<file path="src/rtl/alu8_pkg.sv">
// Package alu8_pkg
// Holds the shared data width, the operation codes and the bit positions of
// the flag update mask. Assumes an 8-bit datapath with 4-bit nibbles.
package alu8_pkg;
    localparam int DW  = 8;
    localparam int NW  = DW / 2;
    localparam int FLAGS = 4;

    localparam int F_C  = 0;
    localparam int F_AC = 1;
    localparam int F_Z  = 2;
    localparam int F_OV = 3;

    typedef enum logic [3:0] {
        OP_ADD  = 4'd0,
        OP_ADC  = 4'd1,
        OP_SUB  = 4'd2,
        OP_SBC  = 4'd3,
        OP_DAA  = 4'd4,
        OP_AND  = 4'd5,
        OP_OR   = 4'd6,
        OP_XOR  = 4'd7,
        OP_CPL  = 4'd8,
        OP_RL   = 4'd9,
        OP_RR   = 4'd10,
        OP_RLC  = 4'd11,
        OP_RRC  = 4'd12,
        OP_INC  = 4'd13,
        OP_DEC  = 4'd14,
        OP_NOP  = 4'd15
    } alu_op_e;
endpackage

</file>
<file path="src/rtl/alu8_addsub.sv">
// Module alu8_addsub
// Shared binary adder for add, subtract, increment and decrement. A subtract
// inverts the second operand; the caller supplies the carry input, so that
// carry out = 1 means "no borrow". Assumes W is even (nibble boundary W/2).
module alu8_addsub #(
    parameter int W = 8
) (
    input  logic [W-1:0] opa,
    input  logic [W-1:0] opb,
    input  logic         invert_b,
    input  logic         cin,
    output logic [W-1:0] sum,
    output logic         cout,
    output logic         half_cout,
    output logic         ovf
);
    localparam int H = W / 2;

    logic [W-1:0] b_eff;
    logic [H:0]   lo_sum;
    logic [W-1:0] up_low;
    logic [W:0]   full;

    // Select true or inverted second operand.
    always_comb b_eff = invert_b ? ~opb : opb;

    // Form the sum, the nibble carry and the carry into the top bit.
    always_comb begin
        lo_sum    = {1'b0, opa[H-1:0]} + {1'b0, b_eff[H-1:0]} + {{H{1'b0}}, cin};
        up_low    = {1'b0, opa[W-2:0]} + {1'b0, b_eff[W-2:0]} + {{(W-1){1'b0}}, cin};
        full      = {1'b0, opa} + {1'b0, b_eff} + {{W{1'b0}}, cin};
        sum       = full[W-1:0];
        cout      = full[W];
        half_cout = lo_sum[H];
        ovf       = up_low[W-1] ^ full[W];
    end
endmodule

</file>
<file path="src/rtl/alu8_decadj.sv">
// Module alu8_decadj
// Decimal adjust of an accumulator after a BCD addition. Adds 06h for a low
// digit above 9 or a set nibble carry, then 60h for a high digit above 9,
// a carry out of the first step or a set carry. Assumes an 8-bit value.
module alu8_decadj
    import alu8_pkg::*;
(
    input  logic [DW-1:0] val,
    input  logic          cy,
    input  logic          acy,
    output logic [DW-1:0] adj,
    output logic          dcy
);
    logic          lo_fix;
    logic          hi_fix;
    logic [DW:0]   step1;

    // Apply the two correction steps in order.
    always_comb begin
        lo_fix = (val[NW-1:0] > 4'd9) || acy;
        step1  = {1'b0, val} + (lo_fix ? 9'h006 : 9'h000);
        hi_fix = (step1[DW-1:NW] > 4'd9) || step1[DW] || cy;
        adj    = step1[DW-1:0] + (hi_fix ? 8'h60 : 8'h00);
        dcy    = hi_fix;
    end
endmodule

</file>
<file path="src/rtl/alu8_logicrot.sv">
// Module alu8_logicrot
// Bitwise logic, complement and the four single-bit rotates. The carry output
// is only meaningful for the two rotate-through-carry operations.
module alu8_logicrot
    import alu8_pkg::*;
(
    input  alu_op_e       op,
    input  logic [DW-1:0] opa,
    input  logic [DW-1:0] opb,
    input  logic          cy,
    output logic [DW-1:0] res,
    output logic          rcy
);
    // Pick the logic or rotate result for the current operation.
    always_comb begin
        res = opa;
        rcy = 1'b0;
        unique case (op)
            OP_AND: res = opa & opb;
            OP_OR:  res = opa | opb;
            OP_XOR: res = opa ^ opb;
            OP_CPL: res = ~opa;
            OP_RL:  res = {opa[DW-2:0], opa[DW-1]};
            OP_RR:  res = {opa[0], opa[DW-1:1]};
            OP_RLC: begin
                res = {opa[DW-2:0], cy};
                rcy = opa[DW-1];
            end
            OP_RRC: begin
                res = {cy, opa[DW-1:1]};
                rcy = opa[0];
            end
            default: res = opa;
        endcase
    end
endmodule

</file>
<file path="src/rtl/alu8_flags.sv">
// Module alu8_flags (top)
// Combinational 8-bit ALU. Routes the operation to the shared adder, the
// decimal adjuster or the logic/rotate unit, and produces the flags, the
// flag update mask and the zero/non-zero skip conditions. Assumes the caller
// holds the flags and applies only those selected by upd_mask.
module alu8_flags
    import alu8_pkg::*;
(
    input  logic [3:0]    op,
    input  logic [DW-1:0] a,
    input  logic [DW-1:0] b,
    input  logic          c_in,
    input  logic          ac_in,
    output logic [DW-1:0] result,
    output logic          c_out,
    output logic          ac_out,
    output logic          z_out,
    output logic          ov_out,
    output logic [FLAGS-1:0] upd_mask,
    output logic          skip_zero,
    output logic          skip_nonzero
);
    alu_op_e       opc;
    logic [DW-1:0] add_b;
    logic          add_inv;
    logic          add_cin;
    logic [DW-1:0] add_sum;
    logic          add_cy;
    logic          add_hcy;
    logic          add_ov;
    logic [DW-1:0] daa_res;
    logic          daa_cy;
    logic [DW-1:0] lr_res;
    logic          lr_cy;
    logic          res_zero;

    // Decode the operation code.
    always_comb opc = alu_op_e'(op);

    // Set up the adder operands for the arithmetic operations.
    always_comb begin
        add_b   = b;
        add_inv = 1'b0;
        add_cin = 1'b0;
        unique case (opc)
            OP_ADC: add_cin = c_in;
            OP_SUB: begin add_inv = 1'b1; add_cin = 1'b1; end
            OP_SBC: begin add_inv = 1'b1; add_cin = c_in; end
            OP_INC: begin add_b = '0; add_cin = 1'b1; end
            OP_DEC: begin add_b = {{(DW-1){1'b0}}, 1'b1}; add_inv = 1'b1; add_cin = 1'b1; end
            default: ;
        endcase
    end

    alu8_addsub #(.W(DW)) u_addsub (
        .opa       (a),
        .opb       (add_b),
        .invert_b  (add_inv),
        .cin       (add_cin),
        .sum       (add_sum),
        .cout      (add_cy),
        .half_cout (add_hcy),
        .ovf       (add_ov)
    );

    alu8_decadj u_decadj (
        .val (a),
        .cy  (c_in),
        .acy (ac_in),
        .adj (daa_res),
        .dcy (daa_cy)
    );

    alu8_logicrot u_logicrot (
        .op  (opc),
        .opa (a),
        .opb (b),
        .cy  (c_in),
        .res (lr_res),
        .rcy (lr_cy)
    );

    // Select the result and the set of flags this operation updates.
    always_comb begin
        unique case (opc)
            OP_ADD, OP_ADC, OP_SUB, OP_SBC: begin
                result   = add_sum;
                upd_mask = 4'b1111;
            end
            OP_INC, OP_DEC: begin
                result   = add_sum;
                upd_mask = 4'b0100;
            end
            OP_DAA: begin
                result   = daa_res;
                upd_mask = 4'b0001;
            end
            OP_AND, OP_OR, OP_XOR, OP_CPL: begin
                result   = lr_res;
                upd_mask = 4'b0100;
            end
            OP_RLC, OP_RRC: begin
                result   = lr_res;
                upd_mask = 4'b0001;
            end
            OP_RL, OP_RR: begin
                result   = lr_res;
                upd_mask = 4'b0000;
            end
            default: begin
                result   = a;
                upd_mask = 4'b0000;
            end
        endcase
    end

    // Produce flag values, zeroed where the mask does not select them.
    always_comb begin
        res_zero = (result == '0);
        c_out    = 1'b0;
        if (upd_mask[F_C]) begin
            if (opc == OP_DAA)                       c_out = daa_cy;
            else if (opc == OP_RLC || opc == OP_RRC) c_out = lr_cy;
            else                                     c_out = add_cy;
        end
        ac_out = upd_mask[F_AC] & add_hcy;
        ov_out = upd_mask[F_OV] & add_ov;
        z_out  = upd_mask[F_Z]  & res_zero;
    end

    // Skip conditions for zero-test branch decisions.
    always_comb begin
        skip_zero    = res_zero;
        skip_nonzero = ~res_zero;
    end
endmodule

</file>
<file path="config.mk">
export PLATFORM = sky130hd
export DESIGN_NAME = alu8_flags
export DESIGN_NICKNAME = d
export VERILOG_FILES = /design/src/rtl/alu8_pkg.sv /design/src/rtl/alu8_addsub.sv /design/src/rtl/alu8_decadj.sv /design/src/rtl/alu8_logicrot.sv /design/src/rtl/alu8_flags.sv
export SDC_FILE = /design/constraint.sdc
export NUM_CORES = 1
export LEC_CHECK = 0
export ABC_AREA = 1
export BUFFER_PORTS_ARGS = -buffer_cell sky130_fd_sc_hd__buf_2
export CELL_PAD_IN_SITES_DETAIL_PLACEMENT = 0
export CELL_PAD_IN_SITES_GLOBAL_PLACEMENT = 1
export CORE_MARGIN = 2
export CORE_UTILIZATION = 30
export DETAILED_ROUTE_END_ITERATION = 8
export PLACE_DENSITY = 0.72
export SETUP_SLACK_MARGIN = 0.5
export SLEW_MARGIN = 20
export SYNTH_ARGS = -nofsm -noshare
export SYNTH_HDL_FRONTEND = slang
export SYNTH_SLANG_ARGS = --single-unit
export TNS_END_PERCENT = 30
</file>
<file path="constraint.sdc">
create_clock -name vclk -period 6.55
set_input_delay 0.9825 -clock vclk [all_inputs]
set_output_delay 0.9825 -clock vclk [all_outputs]
set_load 0.01 [all_outputs]
</file>
Word level (Yosys, flattened, before mapping)
Cells that the tools add are included.

Flip-flop bits (word level): 0. Input bits: 22. Output and inout bits: 18. Word-level logic and storage cells: 61.

Add/subtract/negate cells: 8. Magnitude comparators: 2. Equal/unequal tests: 14. Multiplexer cells: 13. Bitwise operators: 10. Reductions and logical operators: 14.

Operator list (number): one-hot mux 8 bit (8 select lines) (1); equality test 4 bit, second input constant (7); one-hot mux 8 bit (3 select lines) (1); equality test 4 x 3 -> 1 bit, second input constant (4); NOT 8 bit (2); one-hot mux 8 bit (2 select lines) (1); one-hot mux 4 bit (3 select lines) (1); OR reduction 6 bit (2); adder 8 x 8 -> 9 bit (1); adder 8 x 9 -> 9 bit (1); adder 9 x 1 -> 9 bit (1); OR reduction 3 bit (3); adder 7 x 7 -> 8 bit (1); adder 8 x 1 -> 8 bit (1); adder 8 bit (1); AND 8 bit (1); equality test 4 x 2 -> 1 bit, second input constant (2); > comparator 4 bit, second input constant (2); zero test 8 bit (1); two-way mux 8 bit (1); OR 8 bit (1); OR reduction 8 bit (1); XOR 8 bit (1); two-way mux 7 bit (1); 13 further kinds (22).

Depth between registers and ports, before layout
Gate-level depths: netlist (run 1).

Word-level depth: 12. Mapped depth: 24. Gate-level depth less buffers: 23.

By module
Synthesis (run 1) repeated with hierarchy kept, for this count alone.

Cell total of the unflattened synthesis: 463. Area total of the unflattened synthesis: 2466.1 µm².

Modules (own cells, without submodules): alu8_logicrot (instances 1, cells an instance 190, area each 1049.8 µm², seq. area each 0.0 µm²); alu8_flags (instances 1, cells an instance 141, area each 621.8 µm², seq. area each 0.0 µm²); alu8_addsub (instances 1, cells an instance 89, area each 515.5 µm², seq. area each 0.0 µm²); alu8_decadj (instances 1, cells an instance 43, area each 279.0 µm², seq. area each 0.0 µm²).

Worst setup path after synthesis (run 1)
Ideal clock, no wire load.

Path type: input port to output port. Start point: in a[3]. End point: out z_out. Arrival: 4.036 ns. Required time: 5.568 ns. Slack: 1.531 ns. Cell stages on the path: 23. Path buffers: 1. Cells stage by stage: buf_2 > inv_1 > a21oi_1 > nor2_1 > inv_1 > ha_1 > inv_1 > fa_1 > nor2_1 > xor2_1 > inv_1 > nand2_1 > nand2_1 > nand2_1 > ha_1 > inv_1 > fa_1 > o22ai_1 > nor2_1 > nand2_1 > nor2_1 > nand3_1 > nor2_1.

Word-level cells in the longest chain between the ends: 12. Elaborated cells on any way between the ends: 19. Those cells by class: add/sub: 4; order compare: 2; mux: 4; bitwise: 5; reduce/logical: 4.

Ends and longest elaborated chain: from (decl) (line alu8_flags.sv:10) `input logic [DW-1:0] a,`; > comparator 4 bit (line alu8_decadj.sv:20) `lo_fix = (val[NW-1:0] > 4'd9) || acy;`; logical OR 1 bit (line alu8_decadj.sv:20); two-way mux 3 bit (line alu8_decadj.sv:21) `step1 = {1'b0, val} + (lo_fix ? 9'h006 : 9'h000);`; adder 8 x 9 -> 9 bit (line alu8_decadj.sv:21); > comparator 4 bit (line alu8_decadj.sv:22) `hi_fix = (step1[DW-1:NW] > 4'd9) || step1[DW] || cy;`; logical OR 1 bit (2 in a row) (line alu8_decadj.sv:22); two-way mux 7 bit (line alu8_decadj.sv:23) `adj = step1[DW-1:0] + (hi_fix ? 8'h60 : 8'h00);`; adder 8 bit (line alu8_decadj.sv:23); one-hot mux 8 bit (3 select lines) (*) (line alu8_flags.sv:85) `unique case (opc)`; via result[6] (line alu8_flags.sv:14) `output logic [DW-1:0] result,`; zero test 8 bit (*) (line alu8_flags.sv:119) `res_zero = (result == '0);`; AND 1 bit (*) (line alu8_flags.sv:128) `z_out = upd_mask[F_Z] & res_zero;`; to (decl) (line alu8_flags.sv:17) `output logic z_out,`.

Mark *: on every way through the listed nets, which the timed path passes. The rest lies on a longest branch.

Final worst setup path (run 1)
Start point: in a[2]. End point: out z_out.

Word-level cells in the longest chain between the ends: 12. Elaborated cells on any way between the ends: 19. Those cells by class: add/sub: 4; order compare: 2; mux: 4; bitwise: 5; reduce/logical: 4.

Ends and longest elaborated chain (line): > comparator 4 bit (alu8_decadj.sv:20); logical OR 1 bit (alu8_decadj.sv:20); two-way mux 3 bit (alu8_decadj.sv:21); adder 8 x 9 -> 9 bit (alu8_decadj.sv:21); > comparator 4 bit (alu8_decadj.sv:22); logical OR 1 bit (2 in a row) (alu8_decadj.sv:22); two-way mux 7 bit (alu8_decadj.sv:23); adder 8 bit (alu8_decadj.sv:23); one-hot mux 8 bit (3 select lines) (*) (alu8_flags.sv:85); zero test 8 bit (*) (alu8_flags.sv:119); AND 1 bit (*) (alu8_flags.sv:128).

Mark *: on every way between the ends. The rest lies on a longest branch, timed or not.

==> flow_metrics.tcl, run 1 <==
set metrics [dict create \
    worst_pin_slew_ps 695 \
    grt_pass1_wl_um 11500 \
    p_clk_share_pct 0 \
    fp.dieH_um 83.5 \
    ios 40 \
    grt_pass1_vias 2370 \
    busiest_layer "met2" \
    p_int_w 0.0000694 \
    hold_buffers 0 \
    path_delay_family "adder cells" \
    grt.total_usage_pct 19.9 \
    crit_buf_inv 7 \
    layout.nets 457 \
    maxSlewHeadroom_pct 53.6 \
    synth.largest_area_cell "nand2_1" \
    io_buffers 40 \
    crit_chain "buf_2, inv_1, a21oi_1, nor2_1, inv_1, ha_1, inv_1, fa_1, nor2_1, xor2_1, inv_1, nand2_1, nand2_1, nand2_1, ha_1, inv_1, fa_1, o22ai_1, nor2_1, nand2_1, nor2_1, nand3_1, nor2_1, buf_2" \
    hold_path.class "primary input to output port" \
    worstHoldEndpoint "upd_mask[3]" \
    holdPathStages 3 \
    syn_avg_cell_area_um2 5.15 \
    p_seq_share_pct 0 \
    slowest_delay_ps 470 \
    area_growth_syn_to_layout_pct 13.9 \
    die_w_um 83.5 \
    path_class "primary input to output port" \
    syn-cell-area_um2 1890 \
    finalCritPeriodShare_pct 83.6 \
    peakVddDrop_mv 0.0506 \
    dpl_cell_area_um2 2160 \
    yosysMostFrequentCell "nand2_1" \
    critPathSlowestCell "fa_1" \
    overflow 0 \
    met1_usage_pct 28.3 \
    fin_setup_tns_ps 0 \
    ys_warn_count 0 \
    p_switching_w 0.000128 \
    hold_viol 0 \
    critPathLaunchType "primary input" \
    status "finished clean" \
    hold_path.startpoint "op[3]" \
    syn-num-nets 420 \
    nClkBuffers 0 \
    gp_congestion 0.883 \
    drc_errors 0 \
    layout_min_cycle_time_ps 5480 \
    rsz0062_at_grt "false" \
    crit_path_max_fanout 7 \
    drive_above_1_share_pct 12.7 \
    cp_data_required_time_ps 5570 \
    use_met2_pct 34.2 \
    wl_per_cell_um 14.2 \
    switching_share_pct 64.9 \
    p_comb_share_pct 100.0 \
    maxSlewViolCount 0 \
    gr-usage-met3_pct 0.692 \
    fillCellCount 730 \
    synthTopCellsByCount "nand2_1, inv_1, nor2_1, nand3_1, ha_1" \
    core-area_um2 6030 \
    cts.repair.resized 0 \
    cts_setup_buffers 0 \
    vias 2389 \
    via_per_inst 5.00 \
    p_leak_nw 1.36 \
    ant_nets 0 \
    drt_iter0_drc 147 \
    rows 28 \
    finalSetupViolCount 0 \
    hpwlAfterDp_um 5560 \
    layout.area.seq_um2 0 \
    totalPowerFinal_w 0.000197 \
    wl_um 6790 \
    yosysSeqAreaShare_pct 0 \
    worstSetupEndpointType "output port" \
    die_area_um2 6970 \
    fmaxAchievable_mhz 183 \
    first_pass_iters 5 \
    antenna_found_initial 0 \
    grt_max_degree 17 \
    yosys-top-cells-area "nand2_1, ha_1, inv_1, nor2_1, nand3_1" \
    synth_top_area_share_pct 24.6 \
    stdcell_area_um2 2160 \
    cap_violations 0 \
    initial_core_util_pct 31.4 \
    nFlopsAndLatches 0 \
    synthDistinctLibCells 27 \
    arrival_ps 4500 \
    n_antenna_cell 0 \
    synthCells 368 \
    power_density_nw_per_um2 91.5 \
]
[final cells by class]
type               count  area (µm²)  area share, %
multi-input cells    298        1620           75.1
inverters             65         244           11.3
repair buffers        40         200           9.28
well taps             75        93.8           4.35
[power groups by stage]
stage | clock network, W | logic (W) | registers, W
after floorplan | 0 | 0.000132 | 0
after global placement | 0 | 0.000197 | 0
after detailed placement | 0 | 0.000196 | 0
after CTS | 0 | 0.000198 | 0
after global routing | 0 | 0.000227 | 0
final | 0 | 0.000197 | 0
[metal layers]
metal | share of wire, % | vias up
li1 | - | 1213
met1 | 48 | 1094
met2 | 45 | 78
met3 | 5.1 | 4
met4 | 1.2 | 0
met5 | 0 | -
[worst max path at each step]
stage | start | endpoint | slack, ps | depth (start not counted)
after floorplan | a[3] | z_out | 1530 | 23
after global placement | a[2] | z_out | 1270 | 24
after detailed placement | a[2] | z_out | 1130 | 24
after CTS | a[2] | z_out | 1100 | 24
after global routing | a[2] | z_out | 740 | 24
final | a[2] | z_out | 1070 | 24
[cell usage in the layout, fill, tap and decap left out, drive strengths merged]
master,synthesis,final
a211o,1,1
a211oi,1,1
a21oi,11,11
a22oi,1,1
a31oi,1,1
buf,5,40
fa,4,4
ha,26,26
inv,65,65
nand2,126,126
nand3,38,38
nand3b,1,1
nand4,7,7
nor2,56,56
nor3,1,1
o21ai,9,9
o22ai,1,1
or2,2,2
xnor2,9,9
xor2,3,3
[kinds of logic (layout without fill, tap and decap cells)]
group,after synthesis,in the layout,share of synthesized area [%]
buf+inv,70,105,14.5
simple gates,231,231,51.2
compound gates,25,25,7.40
fa+ha+maj,30,30,21.4
xor+xnor,12,12,5.55
[metrics by stage]
step                setup WS, ps  utilization, %  cells  hold slack (ps)
global route                 737            35.8    478             2370
detailed placement          1130            35.8    478             2340
global placement            1270            35.8    478             2330
CTS                         1100            35.8    478             2340
floorplan                   1530               -    368             2030
finish                      1070            35.8    478             2350
Note: power is estimated with default switching activity, not from simulation.
==> run 2, diff against run 1 <==
==> constraint.sdc (replaced) <==
create_clock -name vclk -period 5.27
set_input_delay 0.7905 -clock vclk [all_inputs]
set_output_delay 0.7905 -clock vclk [all_outputs]
set_load 0.01 [all_outputs]
==> run 2 against run 1 <==
Non-clock buffer count rose by 15. Combinational power rose by 37%. Critical path depth is the same. Final cell count rose by 3.1%. Sequential cell count unchanged. Via count up 1.3%. Global-route usage shrank 0.43 points. Hold slack worse by 400 ps. Die area unchanged. Setup slack worse by 360 ps. Wire length up 2.2%. Total power increased by 36%.
==> flow_metrics.tcl, run 2 (same netlist as run 1, synthesis figures left out) <==
set metrics [dict create \
    arrival_ps 3770 \
    n_antenna_cell 0 \
    rows 28 \
    peakVddDrop_mv 0.0718 \
    rsz0062_at_grt "true" \
    wl_per_cell_um 14.1 \
    wl_um 6940 \
    status "finished clean" \
    maxSlewHeadroom_pct 56.9 \
    area_growth_syn_to_layout_pct 25.8 \
    fin_setup_tns_ps 0 \
    drc_errors 0 \
    hold_path.startpoint "op[3]" \
    fmaxAchievable_mhz 219 \
    grt.total_usage_pct 19.5 \
    path_class "primary input to output port" \
    die_w_um 83.5 \
    crit_buf_inv 7 \
    drive_above_1_share_pct 19.4 \
    critPathSlowestCell "fa_1" \
    fp.dieH_um 83.5 \
    nFlopsAndLatches 0 \
    crit_chain "buf_12, inv_4, a21oi_2, nor2_2, inv_2, ha_4, inv_2, fa_2, nor2_4, xor2_2, inv_1, nand2_1, nand2_1, nand2_2, ha_4, inv_2, fa_1, o22ai_1, nor2_1, nand2_1, nor2_1, nand3_2, nor2_1, buf_2" \
    vias 2420 \
    worstSetupEndpointType "output port" \
    layout_min_cycle_time_ps 4560 \
    antenna_found_initial 0 \
    core-area_um2 6030 \
    gp_congestion 0.905 \
    hold_path.class "primary input to output port" \
    layout_commonest_cell "nand2_1" \
    grt_max_degree 17 \
    hold_viol 0 \
    p_leak_nw 1.45 \
    hold_slack_ps 1950 \
    ios 40 \
    critPathLaunchType "primary input" \
    crit_path_max_fanout 7 \
    stdcell_area_um2 2380 \
    final_cell_mix "nand2_1, inv_1, nor2_1" \
    slowest_delay_ps 500 \
    hpwlAfterDp_um 5540 \
    drt_iter0_drc 155 \
    power_density_nw_per_um2 113 \
    initial_core_util_pct 31.4 \
    layout.area.seq_um2 0 \
    cap_violations 0 \
    finalCritPeriodShare_pct 86.5 \
    maxSlewViolCount 0 \
    grt_pass1_vias 2267 \
    overflow 0 \
    layout.nets 472 \
    ant_nets 0 \
    io_buffers 40 \
    via_per_inst 4.91 \
    nClkBuffers 0 \
    cp_data_required_time_ps 4480 \
    dpl_cell_area_um2 2170 \
    die_area_um2 6970 \
    worst_pin_slew_ps 645 \
    setup.worst_path.start "a[2]" \
    path_delay_family "adder cells" \
    hold_buffers 0 \
    first_pass_iters 4 \
    grt_pass1_wl_um 11200 \
    finalSetupViolCount 0 \
]
## run 2: what timing repair did
| action | CTS | global route |
|---|---|---|
| setup buffers | 3 | 10 |
| endpoints found under the setup margin | 3 | 3 |
| pin swaps | 2 | 13 |
| resized for setup | 5 | 28 |
## run 2: layout make-up
class / count / area (µm²)
fill: 719 / 3640
multi-input combinational: 298 / 1680
timing repair buffer: 55 / 353
inverter: 65 / 251
tap: 75 / 93.8
## run 2: path summary, 6_finish.rpt
kind	cells after the start	to
setup / recovery	24	z_out
hold / removal	3	upd_mask[1]
## run 2: where the power goes
group          leakage [nW]  total, W  internal (W)  switching [W]
clock network             0         0             0              0
logic                  1.45  0.000270      0.000103       0.000166
registers                 0         0             0              0
## run 2: through the flow
stage	power (W)	setup slack, ps	instances	utilization (%)
final	0.000270	710	493	39.5
after global routing	0.000301	469	493	39.5
after CTS	0.000250	532	483	36.7
after detailed placement	0.000244	269	480	36.1
after global placement	0.000245	436	480	36.1
after floorplan	0.000164	635	368	-
## run 2: routing by layer
metal  GRT usage [%]  wire length (µm)  up-vias
li1                -                 -     1246
met1            27.1              3300     1089
met2            32.8              3090       71
met3           0.989               318       14
met4            5.43               222        0
met5               0                 0        -
==> run 3, diff against run 2 <==
==> constraint.sdc (replaced) <==
create_clock -name vclk -period 5.27
set_input_delay 0.7905 -clock vclk [all_inputs]
set_output_delay 0.7905 -clock vclk [all_outputs]
set_load 0.1 [all_outputs]
==> run 3 against run 2 <==
Global-route usage shrank 0.78 points. Critical path type unchanged. Final area grew 1.8%. First-iteration DRC count grew 18%. Wire length shrank 3.1%.
==> flow_metrics.tcl, run 3 (same netlist as run 1, synthesis figures left out) <==
set metrics [dict create \
    layout_min_cycle_time_ps 4640 \
    core-area_um2 6030 \
    wl_um 6720 \
    grt.total_usage_pct 18.7 \
    p_int_w 0.000105 \
    dpl_cell_area_um2 2290 \
    rsz0062_at_grt "false" \
    layout.nets 464 \
    n_antenna_cell 0 \
    cap_violations 0 \
    maxSlewViolCount 0 \
    p_seq_share_pct 0 \
    layout.area.seq_um2 0 \
    grt_pass1_wl_um 10800 \
    p_comb_share_pct 100.0 \
    gp_congestion 0.904 \
    drc_errors 0 \
    fillCellCount 697 \
    nFlopsAndLatches 0 \
    p_leak_nw 1.41 \
    ios 40 \
    die_area_um2 6970 \
    nClkBuffers 0 \
    initial_core_util_pct 31.4 \
    drt_iter0_drc 183 \
    multiInputGateArea_um2 1770 \
    fmaxAchievable_mhz 216 \
    finalSetupViolCount 0 \
    io_buffers 40 \
    hpwlAfterDp_um 5410 \
    power_density_nw_per_um2 169 \
    crit_path_max_fanout 9 \
    drive_above_1_share_pct 21.2 \
    fp.dieH_um 83.5 \
    p_switching_w 0.000304 \
    hold_path.class "primary input to output port" \
    grt_max_degree 17 \
    grt_pass1_vias 2138 \
    finalCritPeriodShare_pct 88.0 \
    hold_buffers 0 \
    switching_share_pct 74.3 \
    overflow 0 \
    worstSetupEndpointType "output port" \
    wl_per_cell_um 13.9 \
    antenna_found_initial 0 \
    hold_viol 0 \
    arrival_ps 3850 \
    via_per_inst 4.86 \
    stdcell_area_um2 2430 \
    maxSlewHeadroom_pct 55.6 \
    path_class "primary input to output port" \
    critPathLaunchType "primary input" \
    final_cell_mix "nand2_1, inv_1, nor2_1" \
    p_clk_share_pct 0 \
    layout_commonest_cell "nand2_1" \
    peakVddDrop_mv 0.140 \
    worst_pin_slew_ps 665 \
    area_growth_syn_to_layout_pct 28.1 \
    first_pass_iters 4 \
    ant_nets 0 \
    vias 2357 \
    fin_setup_tns_ps 0 \
    die_w_um 83.5 \
    cp_data_required_time_ps 4480 \
    status "finished clean" \
    rows 28 \
]
## run 3: changes by cell type in the layout (fill, tap and decap cells not counted), moves of 2 or more
cell and delta:
buf_4 -8, nor2_1 -7, nand2_1 -5, nor2_2 +4, nand2_4 +3, nor2_4 +3, buf_2 -2, buf_6 +2
nand2_2 +2, nand3_4 +2
## run 3: stage by stage
stage                     power (W)  setup WS (ps)  util, %  hold slack [ps]  cells
after global placement     0.000392            371     38.0             2080    479
final                      0.000410            634     40.3             2080    485
after global routing       0.000441            466     40.3             2100    485
after CTS                  0.000395            503     38.6             2080    480
after floorplan            0.000309          -47.6        -             1680    368
after detailed placement   0.000390            230     38.0             2080    479
## run 3: timing repair
item / CTS / global route
pin swaps: 6 / 11
setup buffers: 1 / 5
setup endpoints to repair: 5 / 5
resized for setup: 10 / 16
## run 3: cell type report
| type | instances | area share [%] |
|---|---|---|
| Multi-Input combinational cell | 298 | 72.8 |
| Tap cell | 75 | 3.87 |
| Inverter | 65 | 10.5 |
| Timing Repair Buffer | 47 | 12.8 |
## run 3: worst max-delay path, stage by stage
cell     delay [ps]
buf_6           130
inv_4            50
a21oi_2         120
nor2_2           60
inv_2            70
ha_4            130
inv_2            40
fa_2            380
nor2_4          140
xor2_2          160
inv_1            50
nand2_1          70
nand2_2          70
nand2_4          80
ha_4            130
inv_1            50
fa_1            480
o22ai_1          80
nor2_2          150
nand2_4          70
nor2_4          120
nand3_4         110
nor2_4          140
buf_12          180
## run 3: metal layers
layer	track usage, %	share of wire [%]	vias up
met2	32.0	46	66
met3	0.593	5.4	3
met4	1.47	0.48	0
met1	27.3	48	1060
met5	0	0	-
li1	-	-	1228
## run 3: power groups by stage
stage / clock [W] / sequential [W] / combinational [W]
finish: 0 / 0 / 0.000410
global route: 0 / 0 / 0.000441
CTS: 0 / 0 / 0.000395
detailed placement: 0 / 0 / 0.000390
global placement: 0 / 0 / 0.000392
floorplan: 0 / 0 / 0.000309
## run 3: path summary, 6_finish.rpt
| path | from | endpoint | slack [ps] | cells after the start |
|---|---|---|---|---|
| setup / recovery | a[3] | z_out | 630 | 24 |
| hold / removal | op[3] | upd_mask[1] | 2080 | 3 |
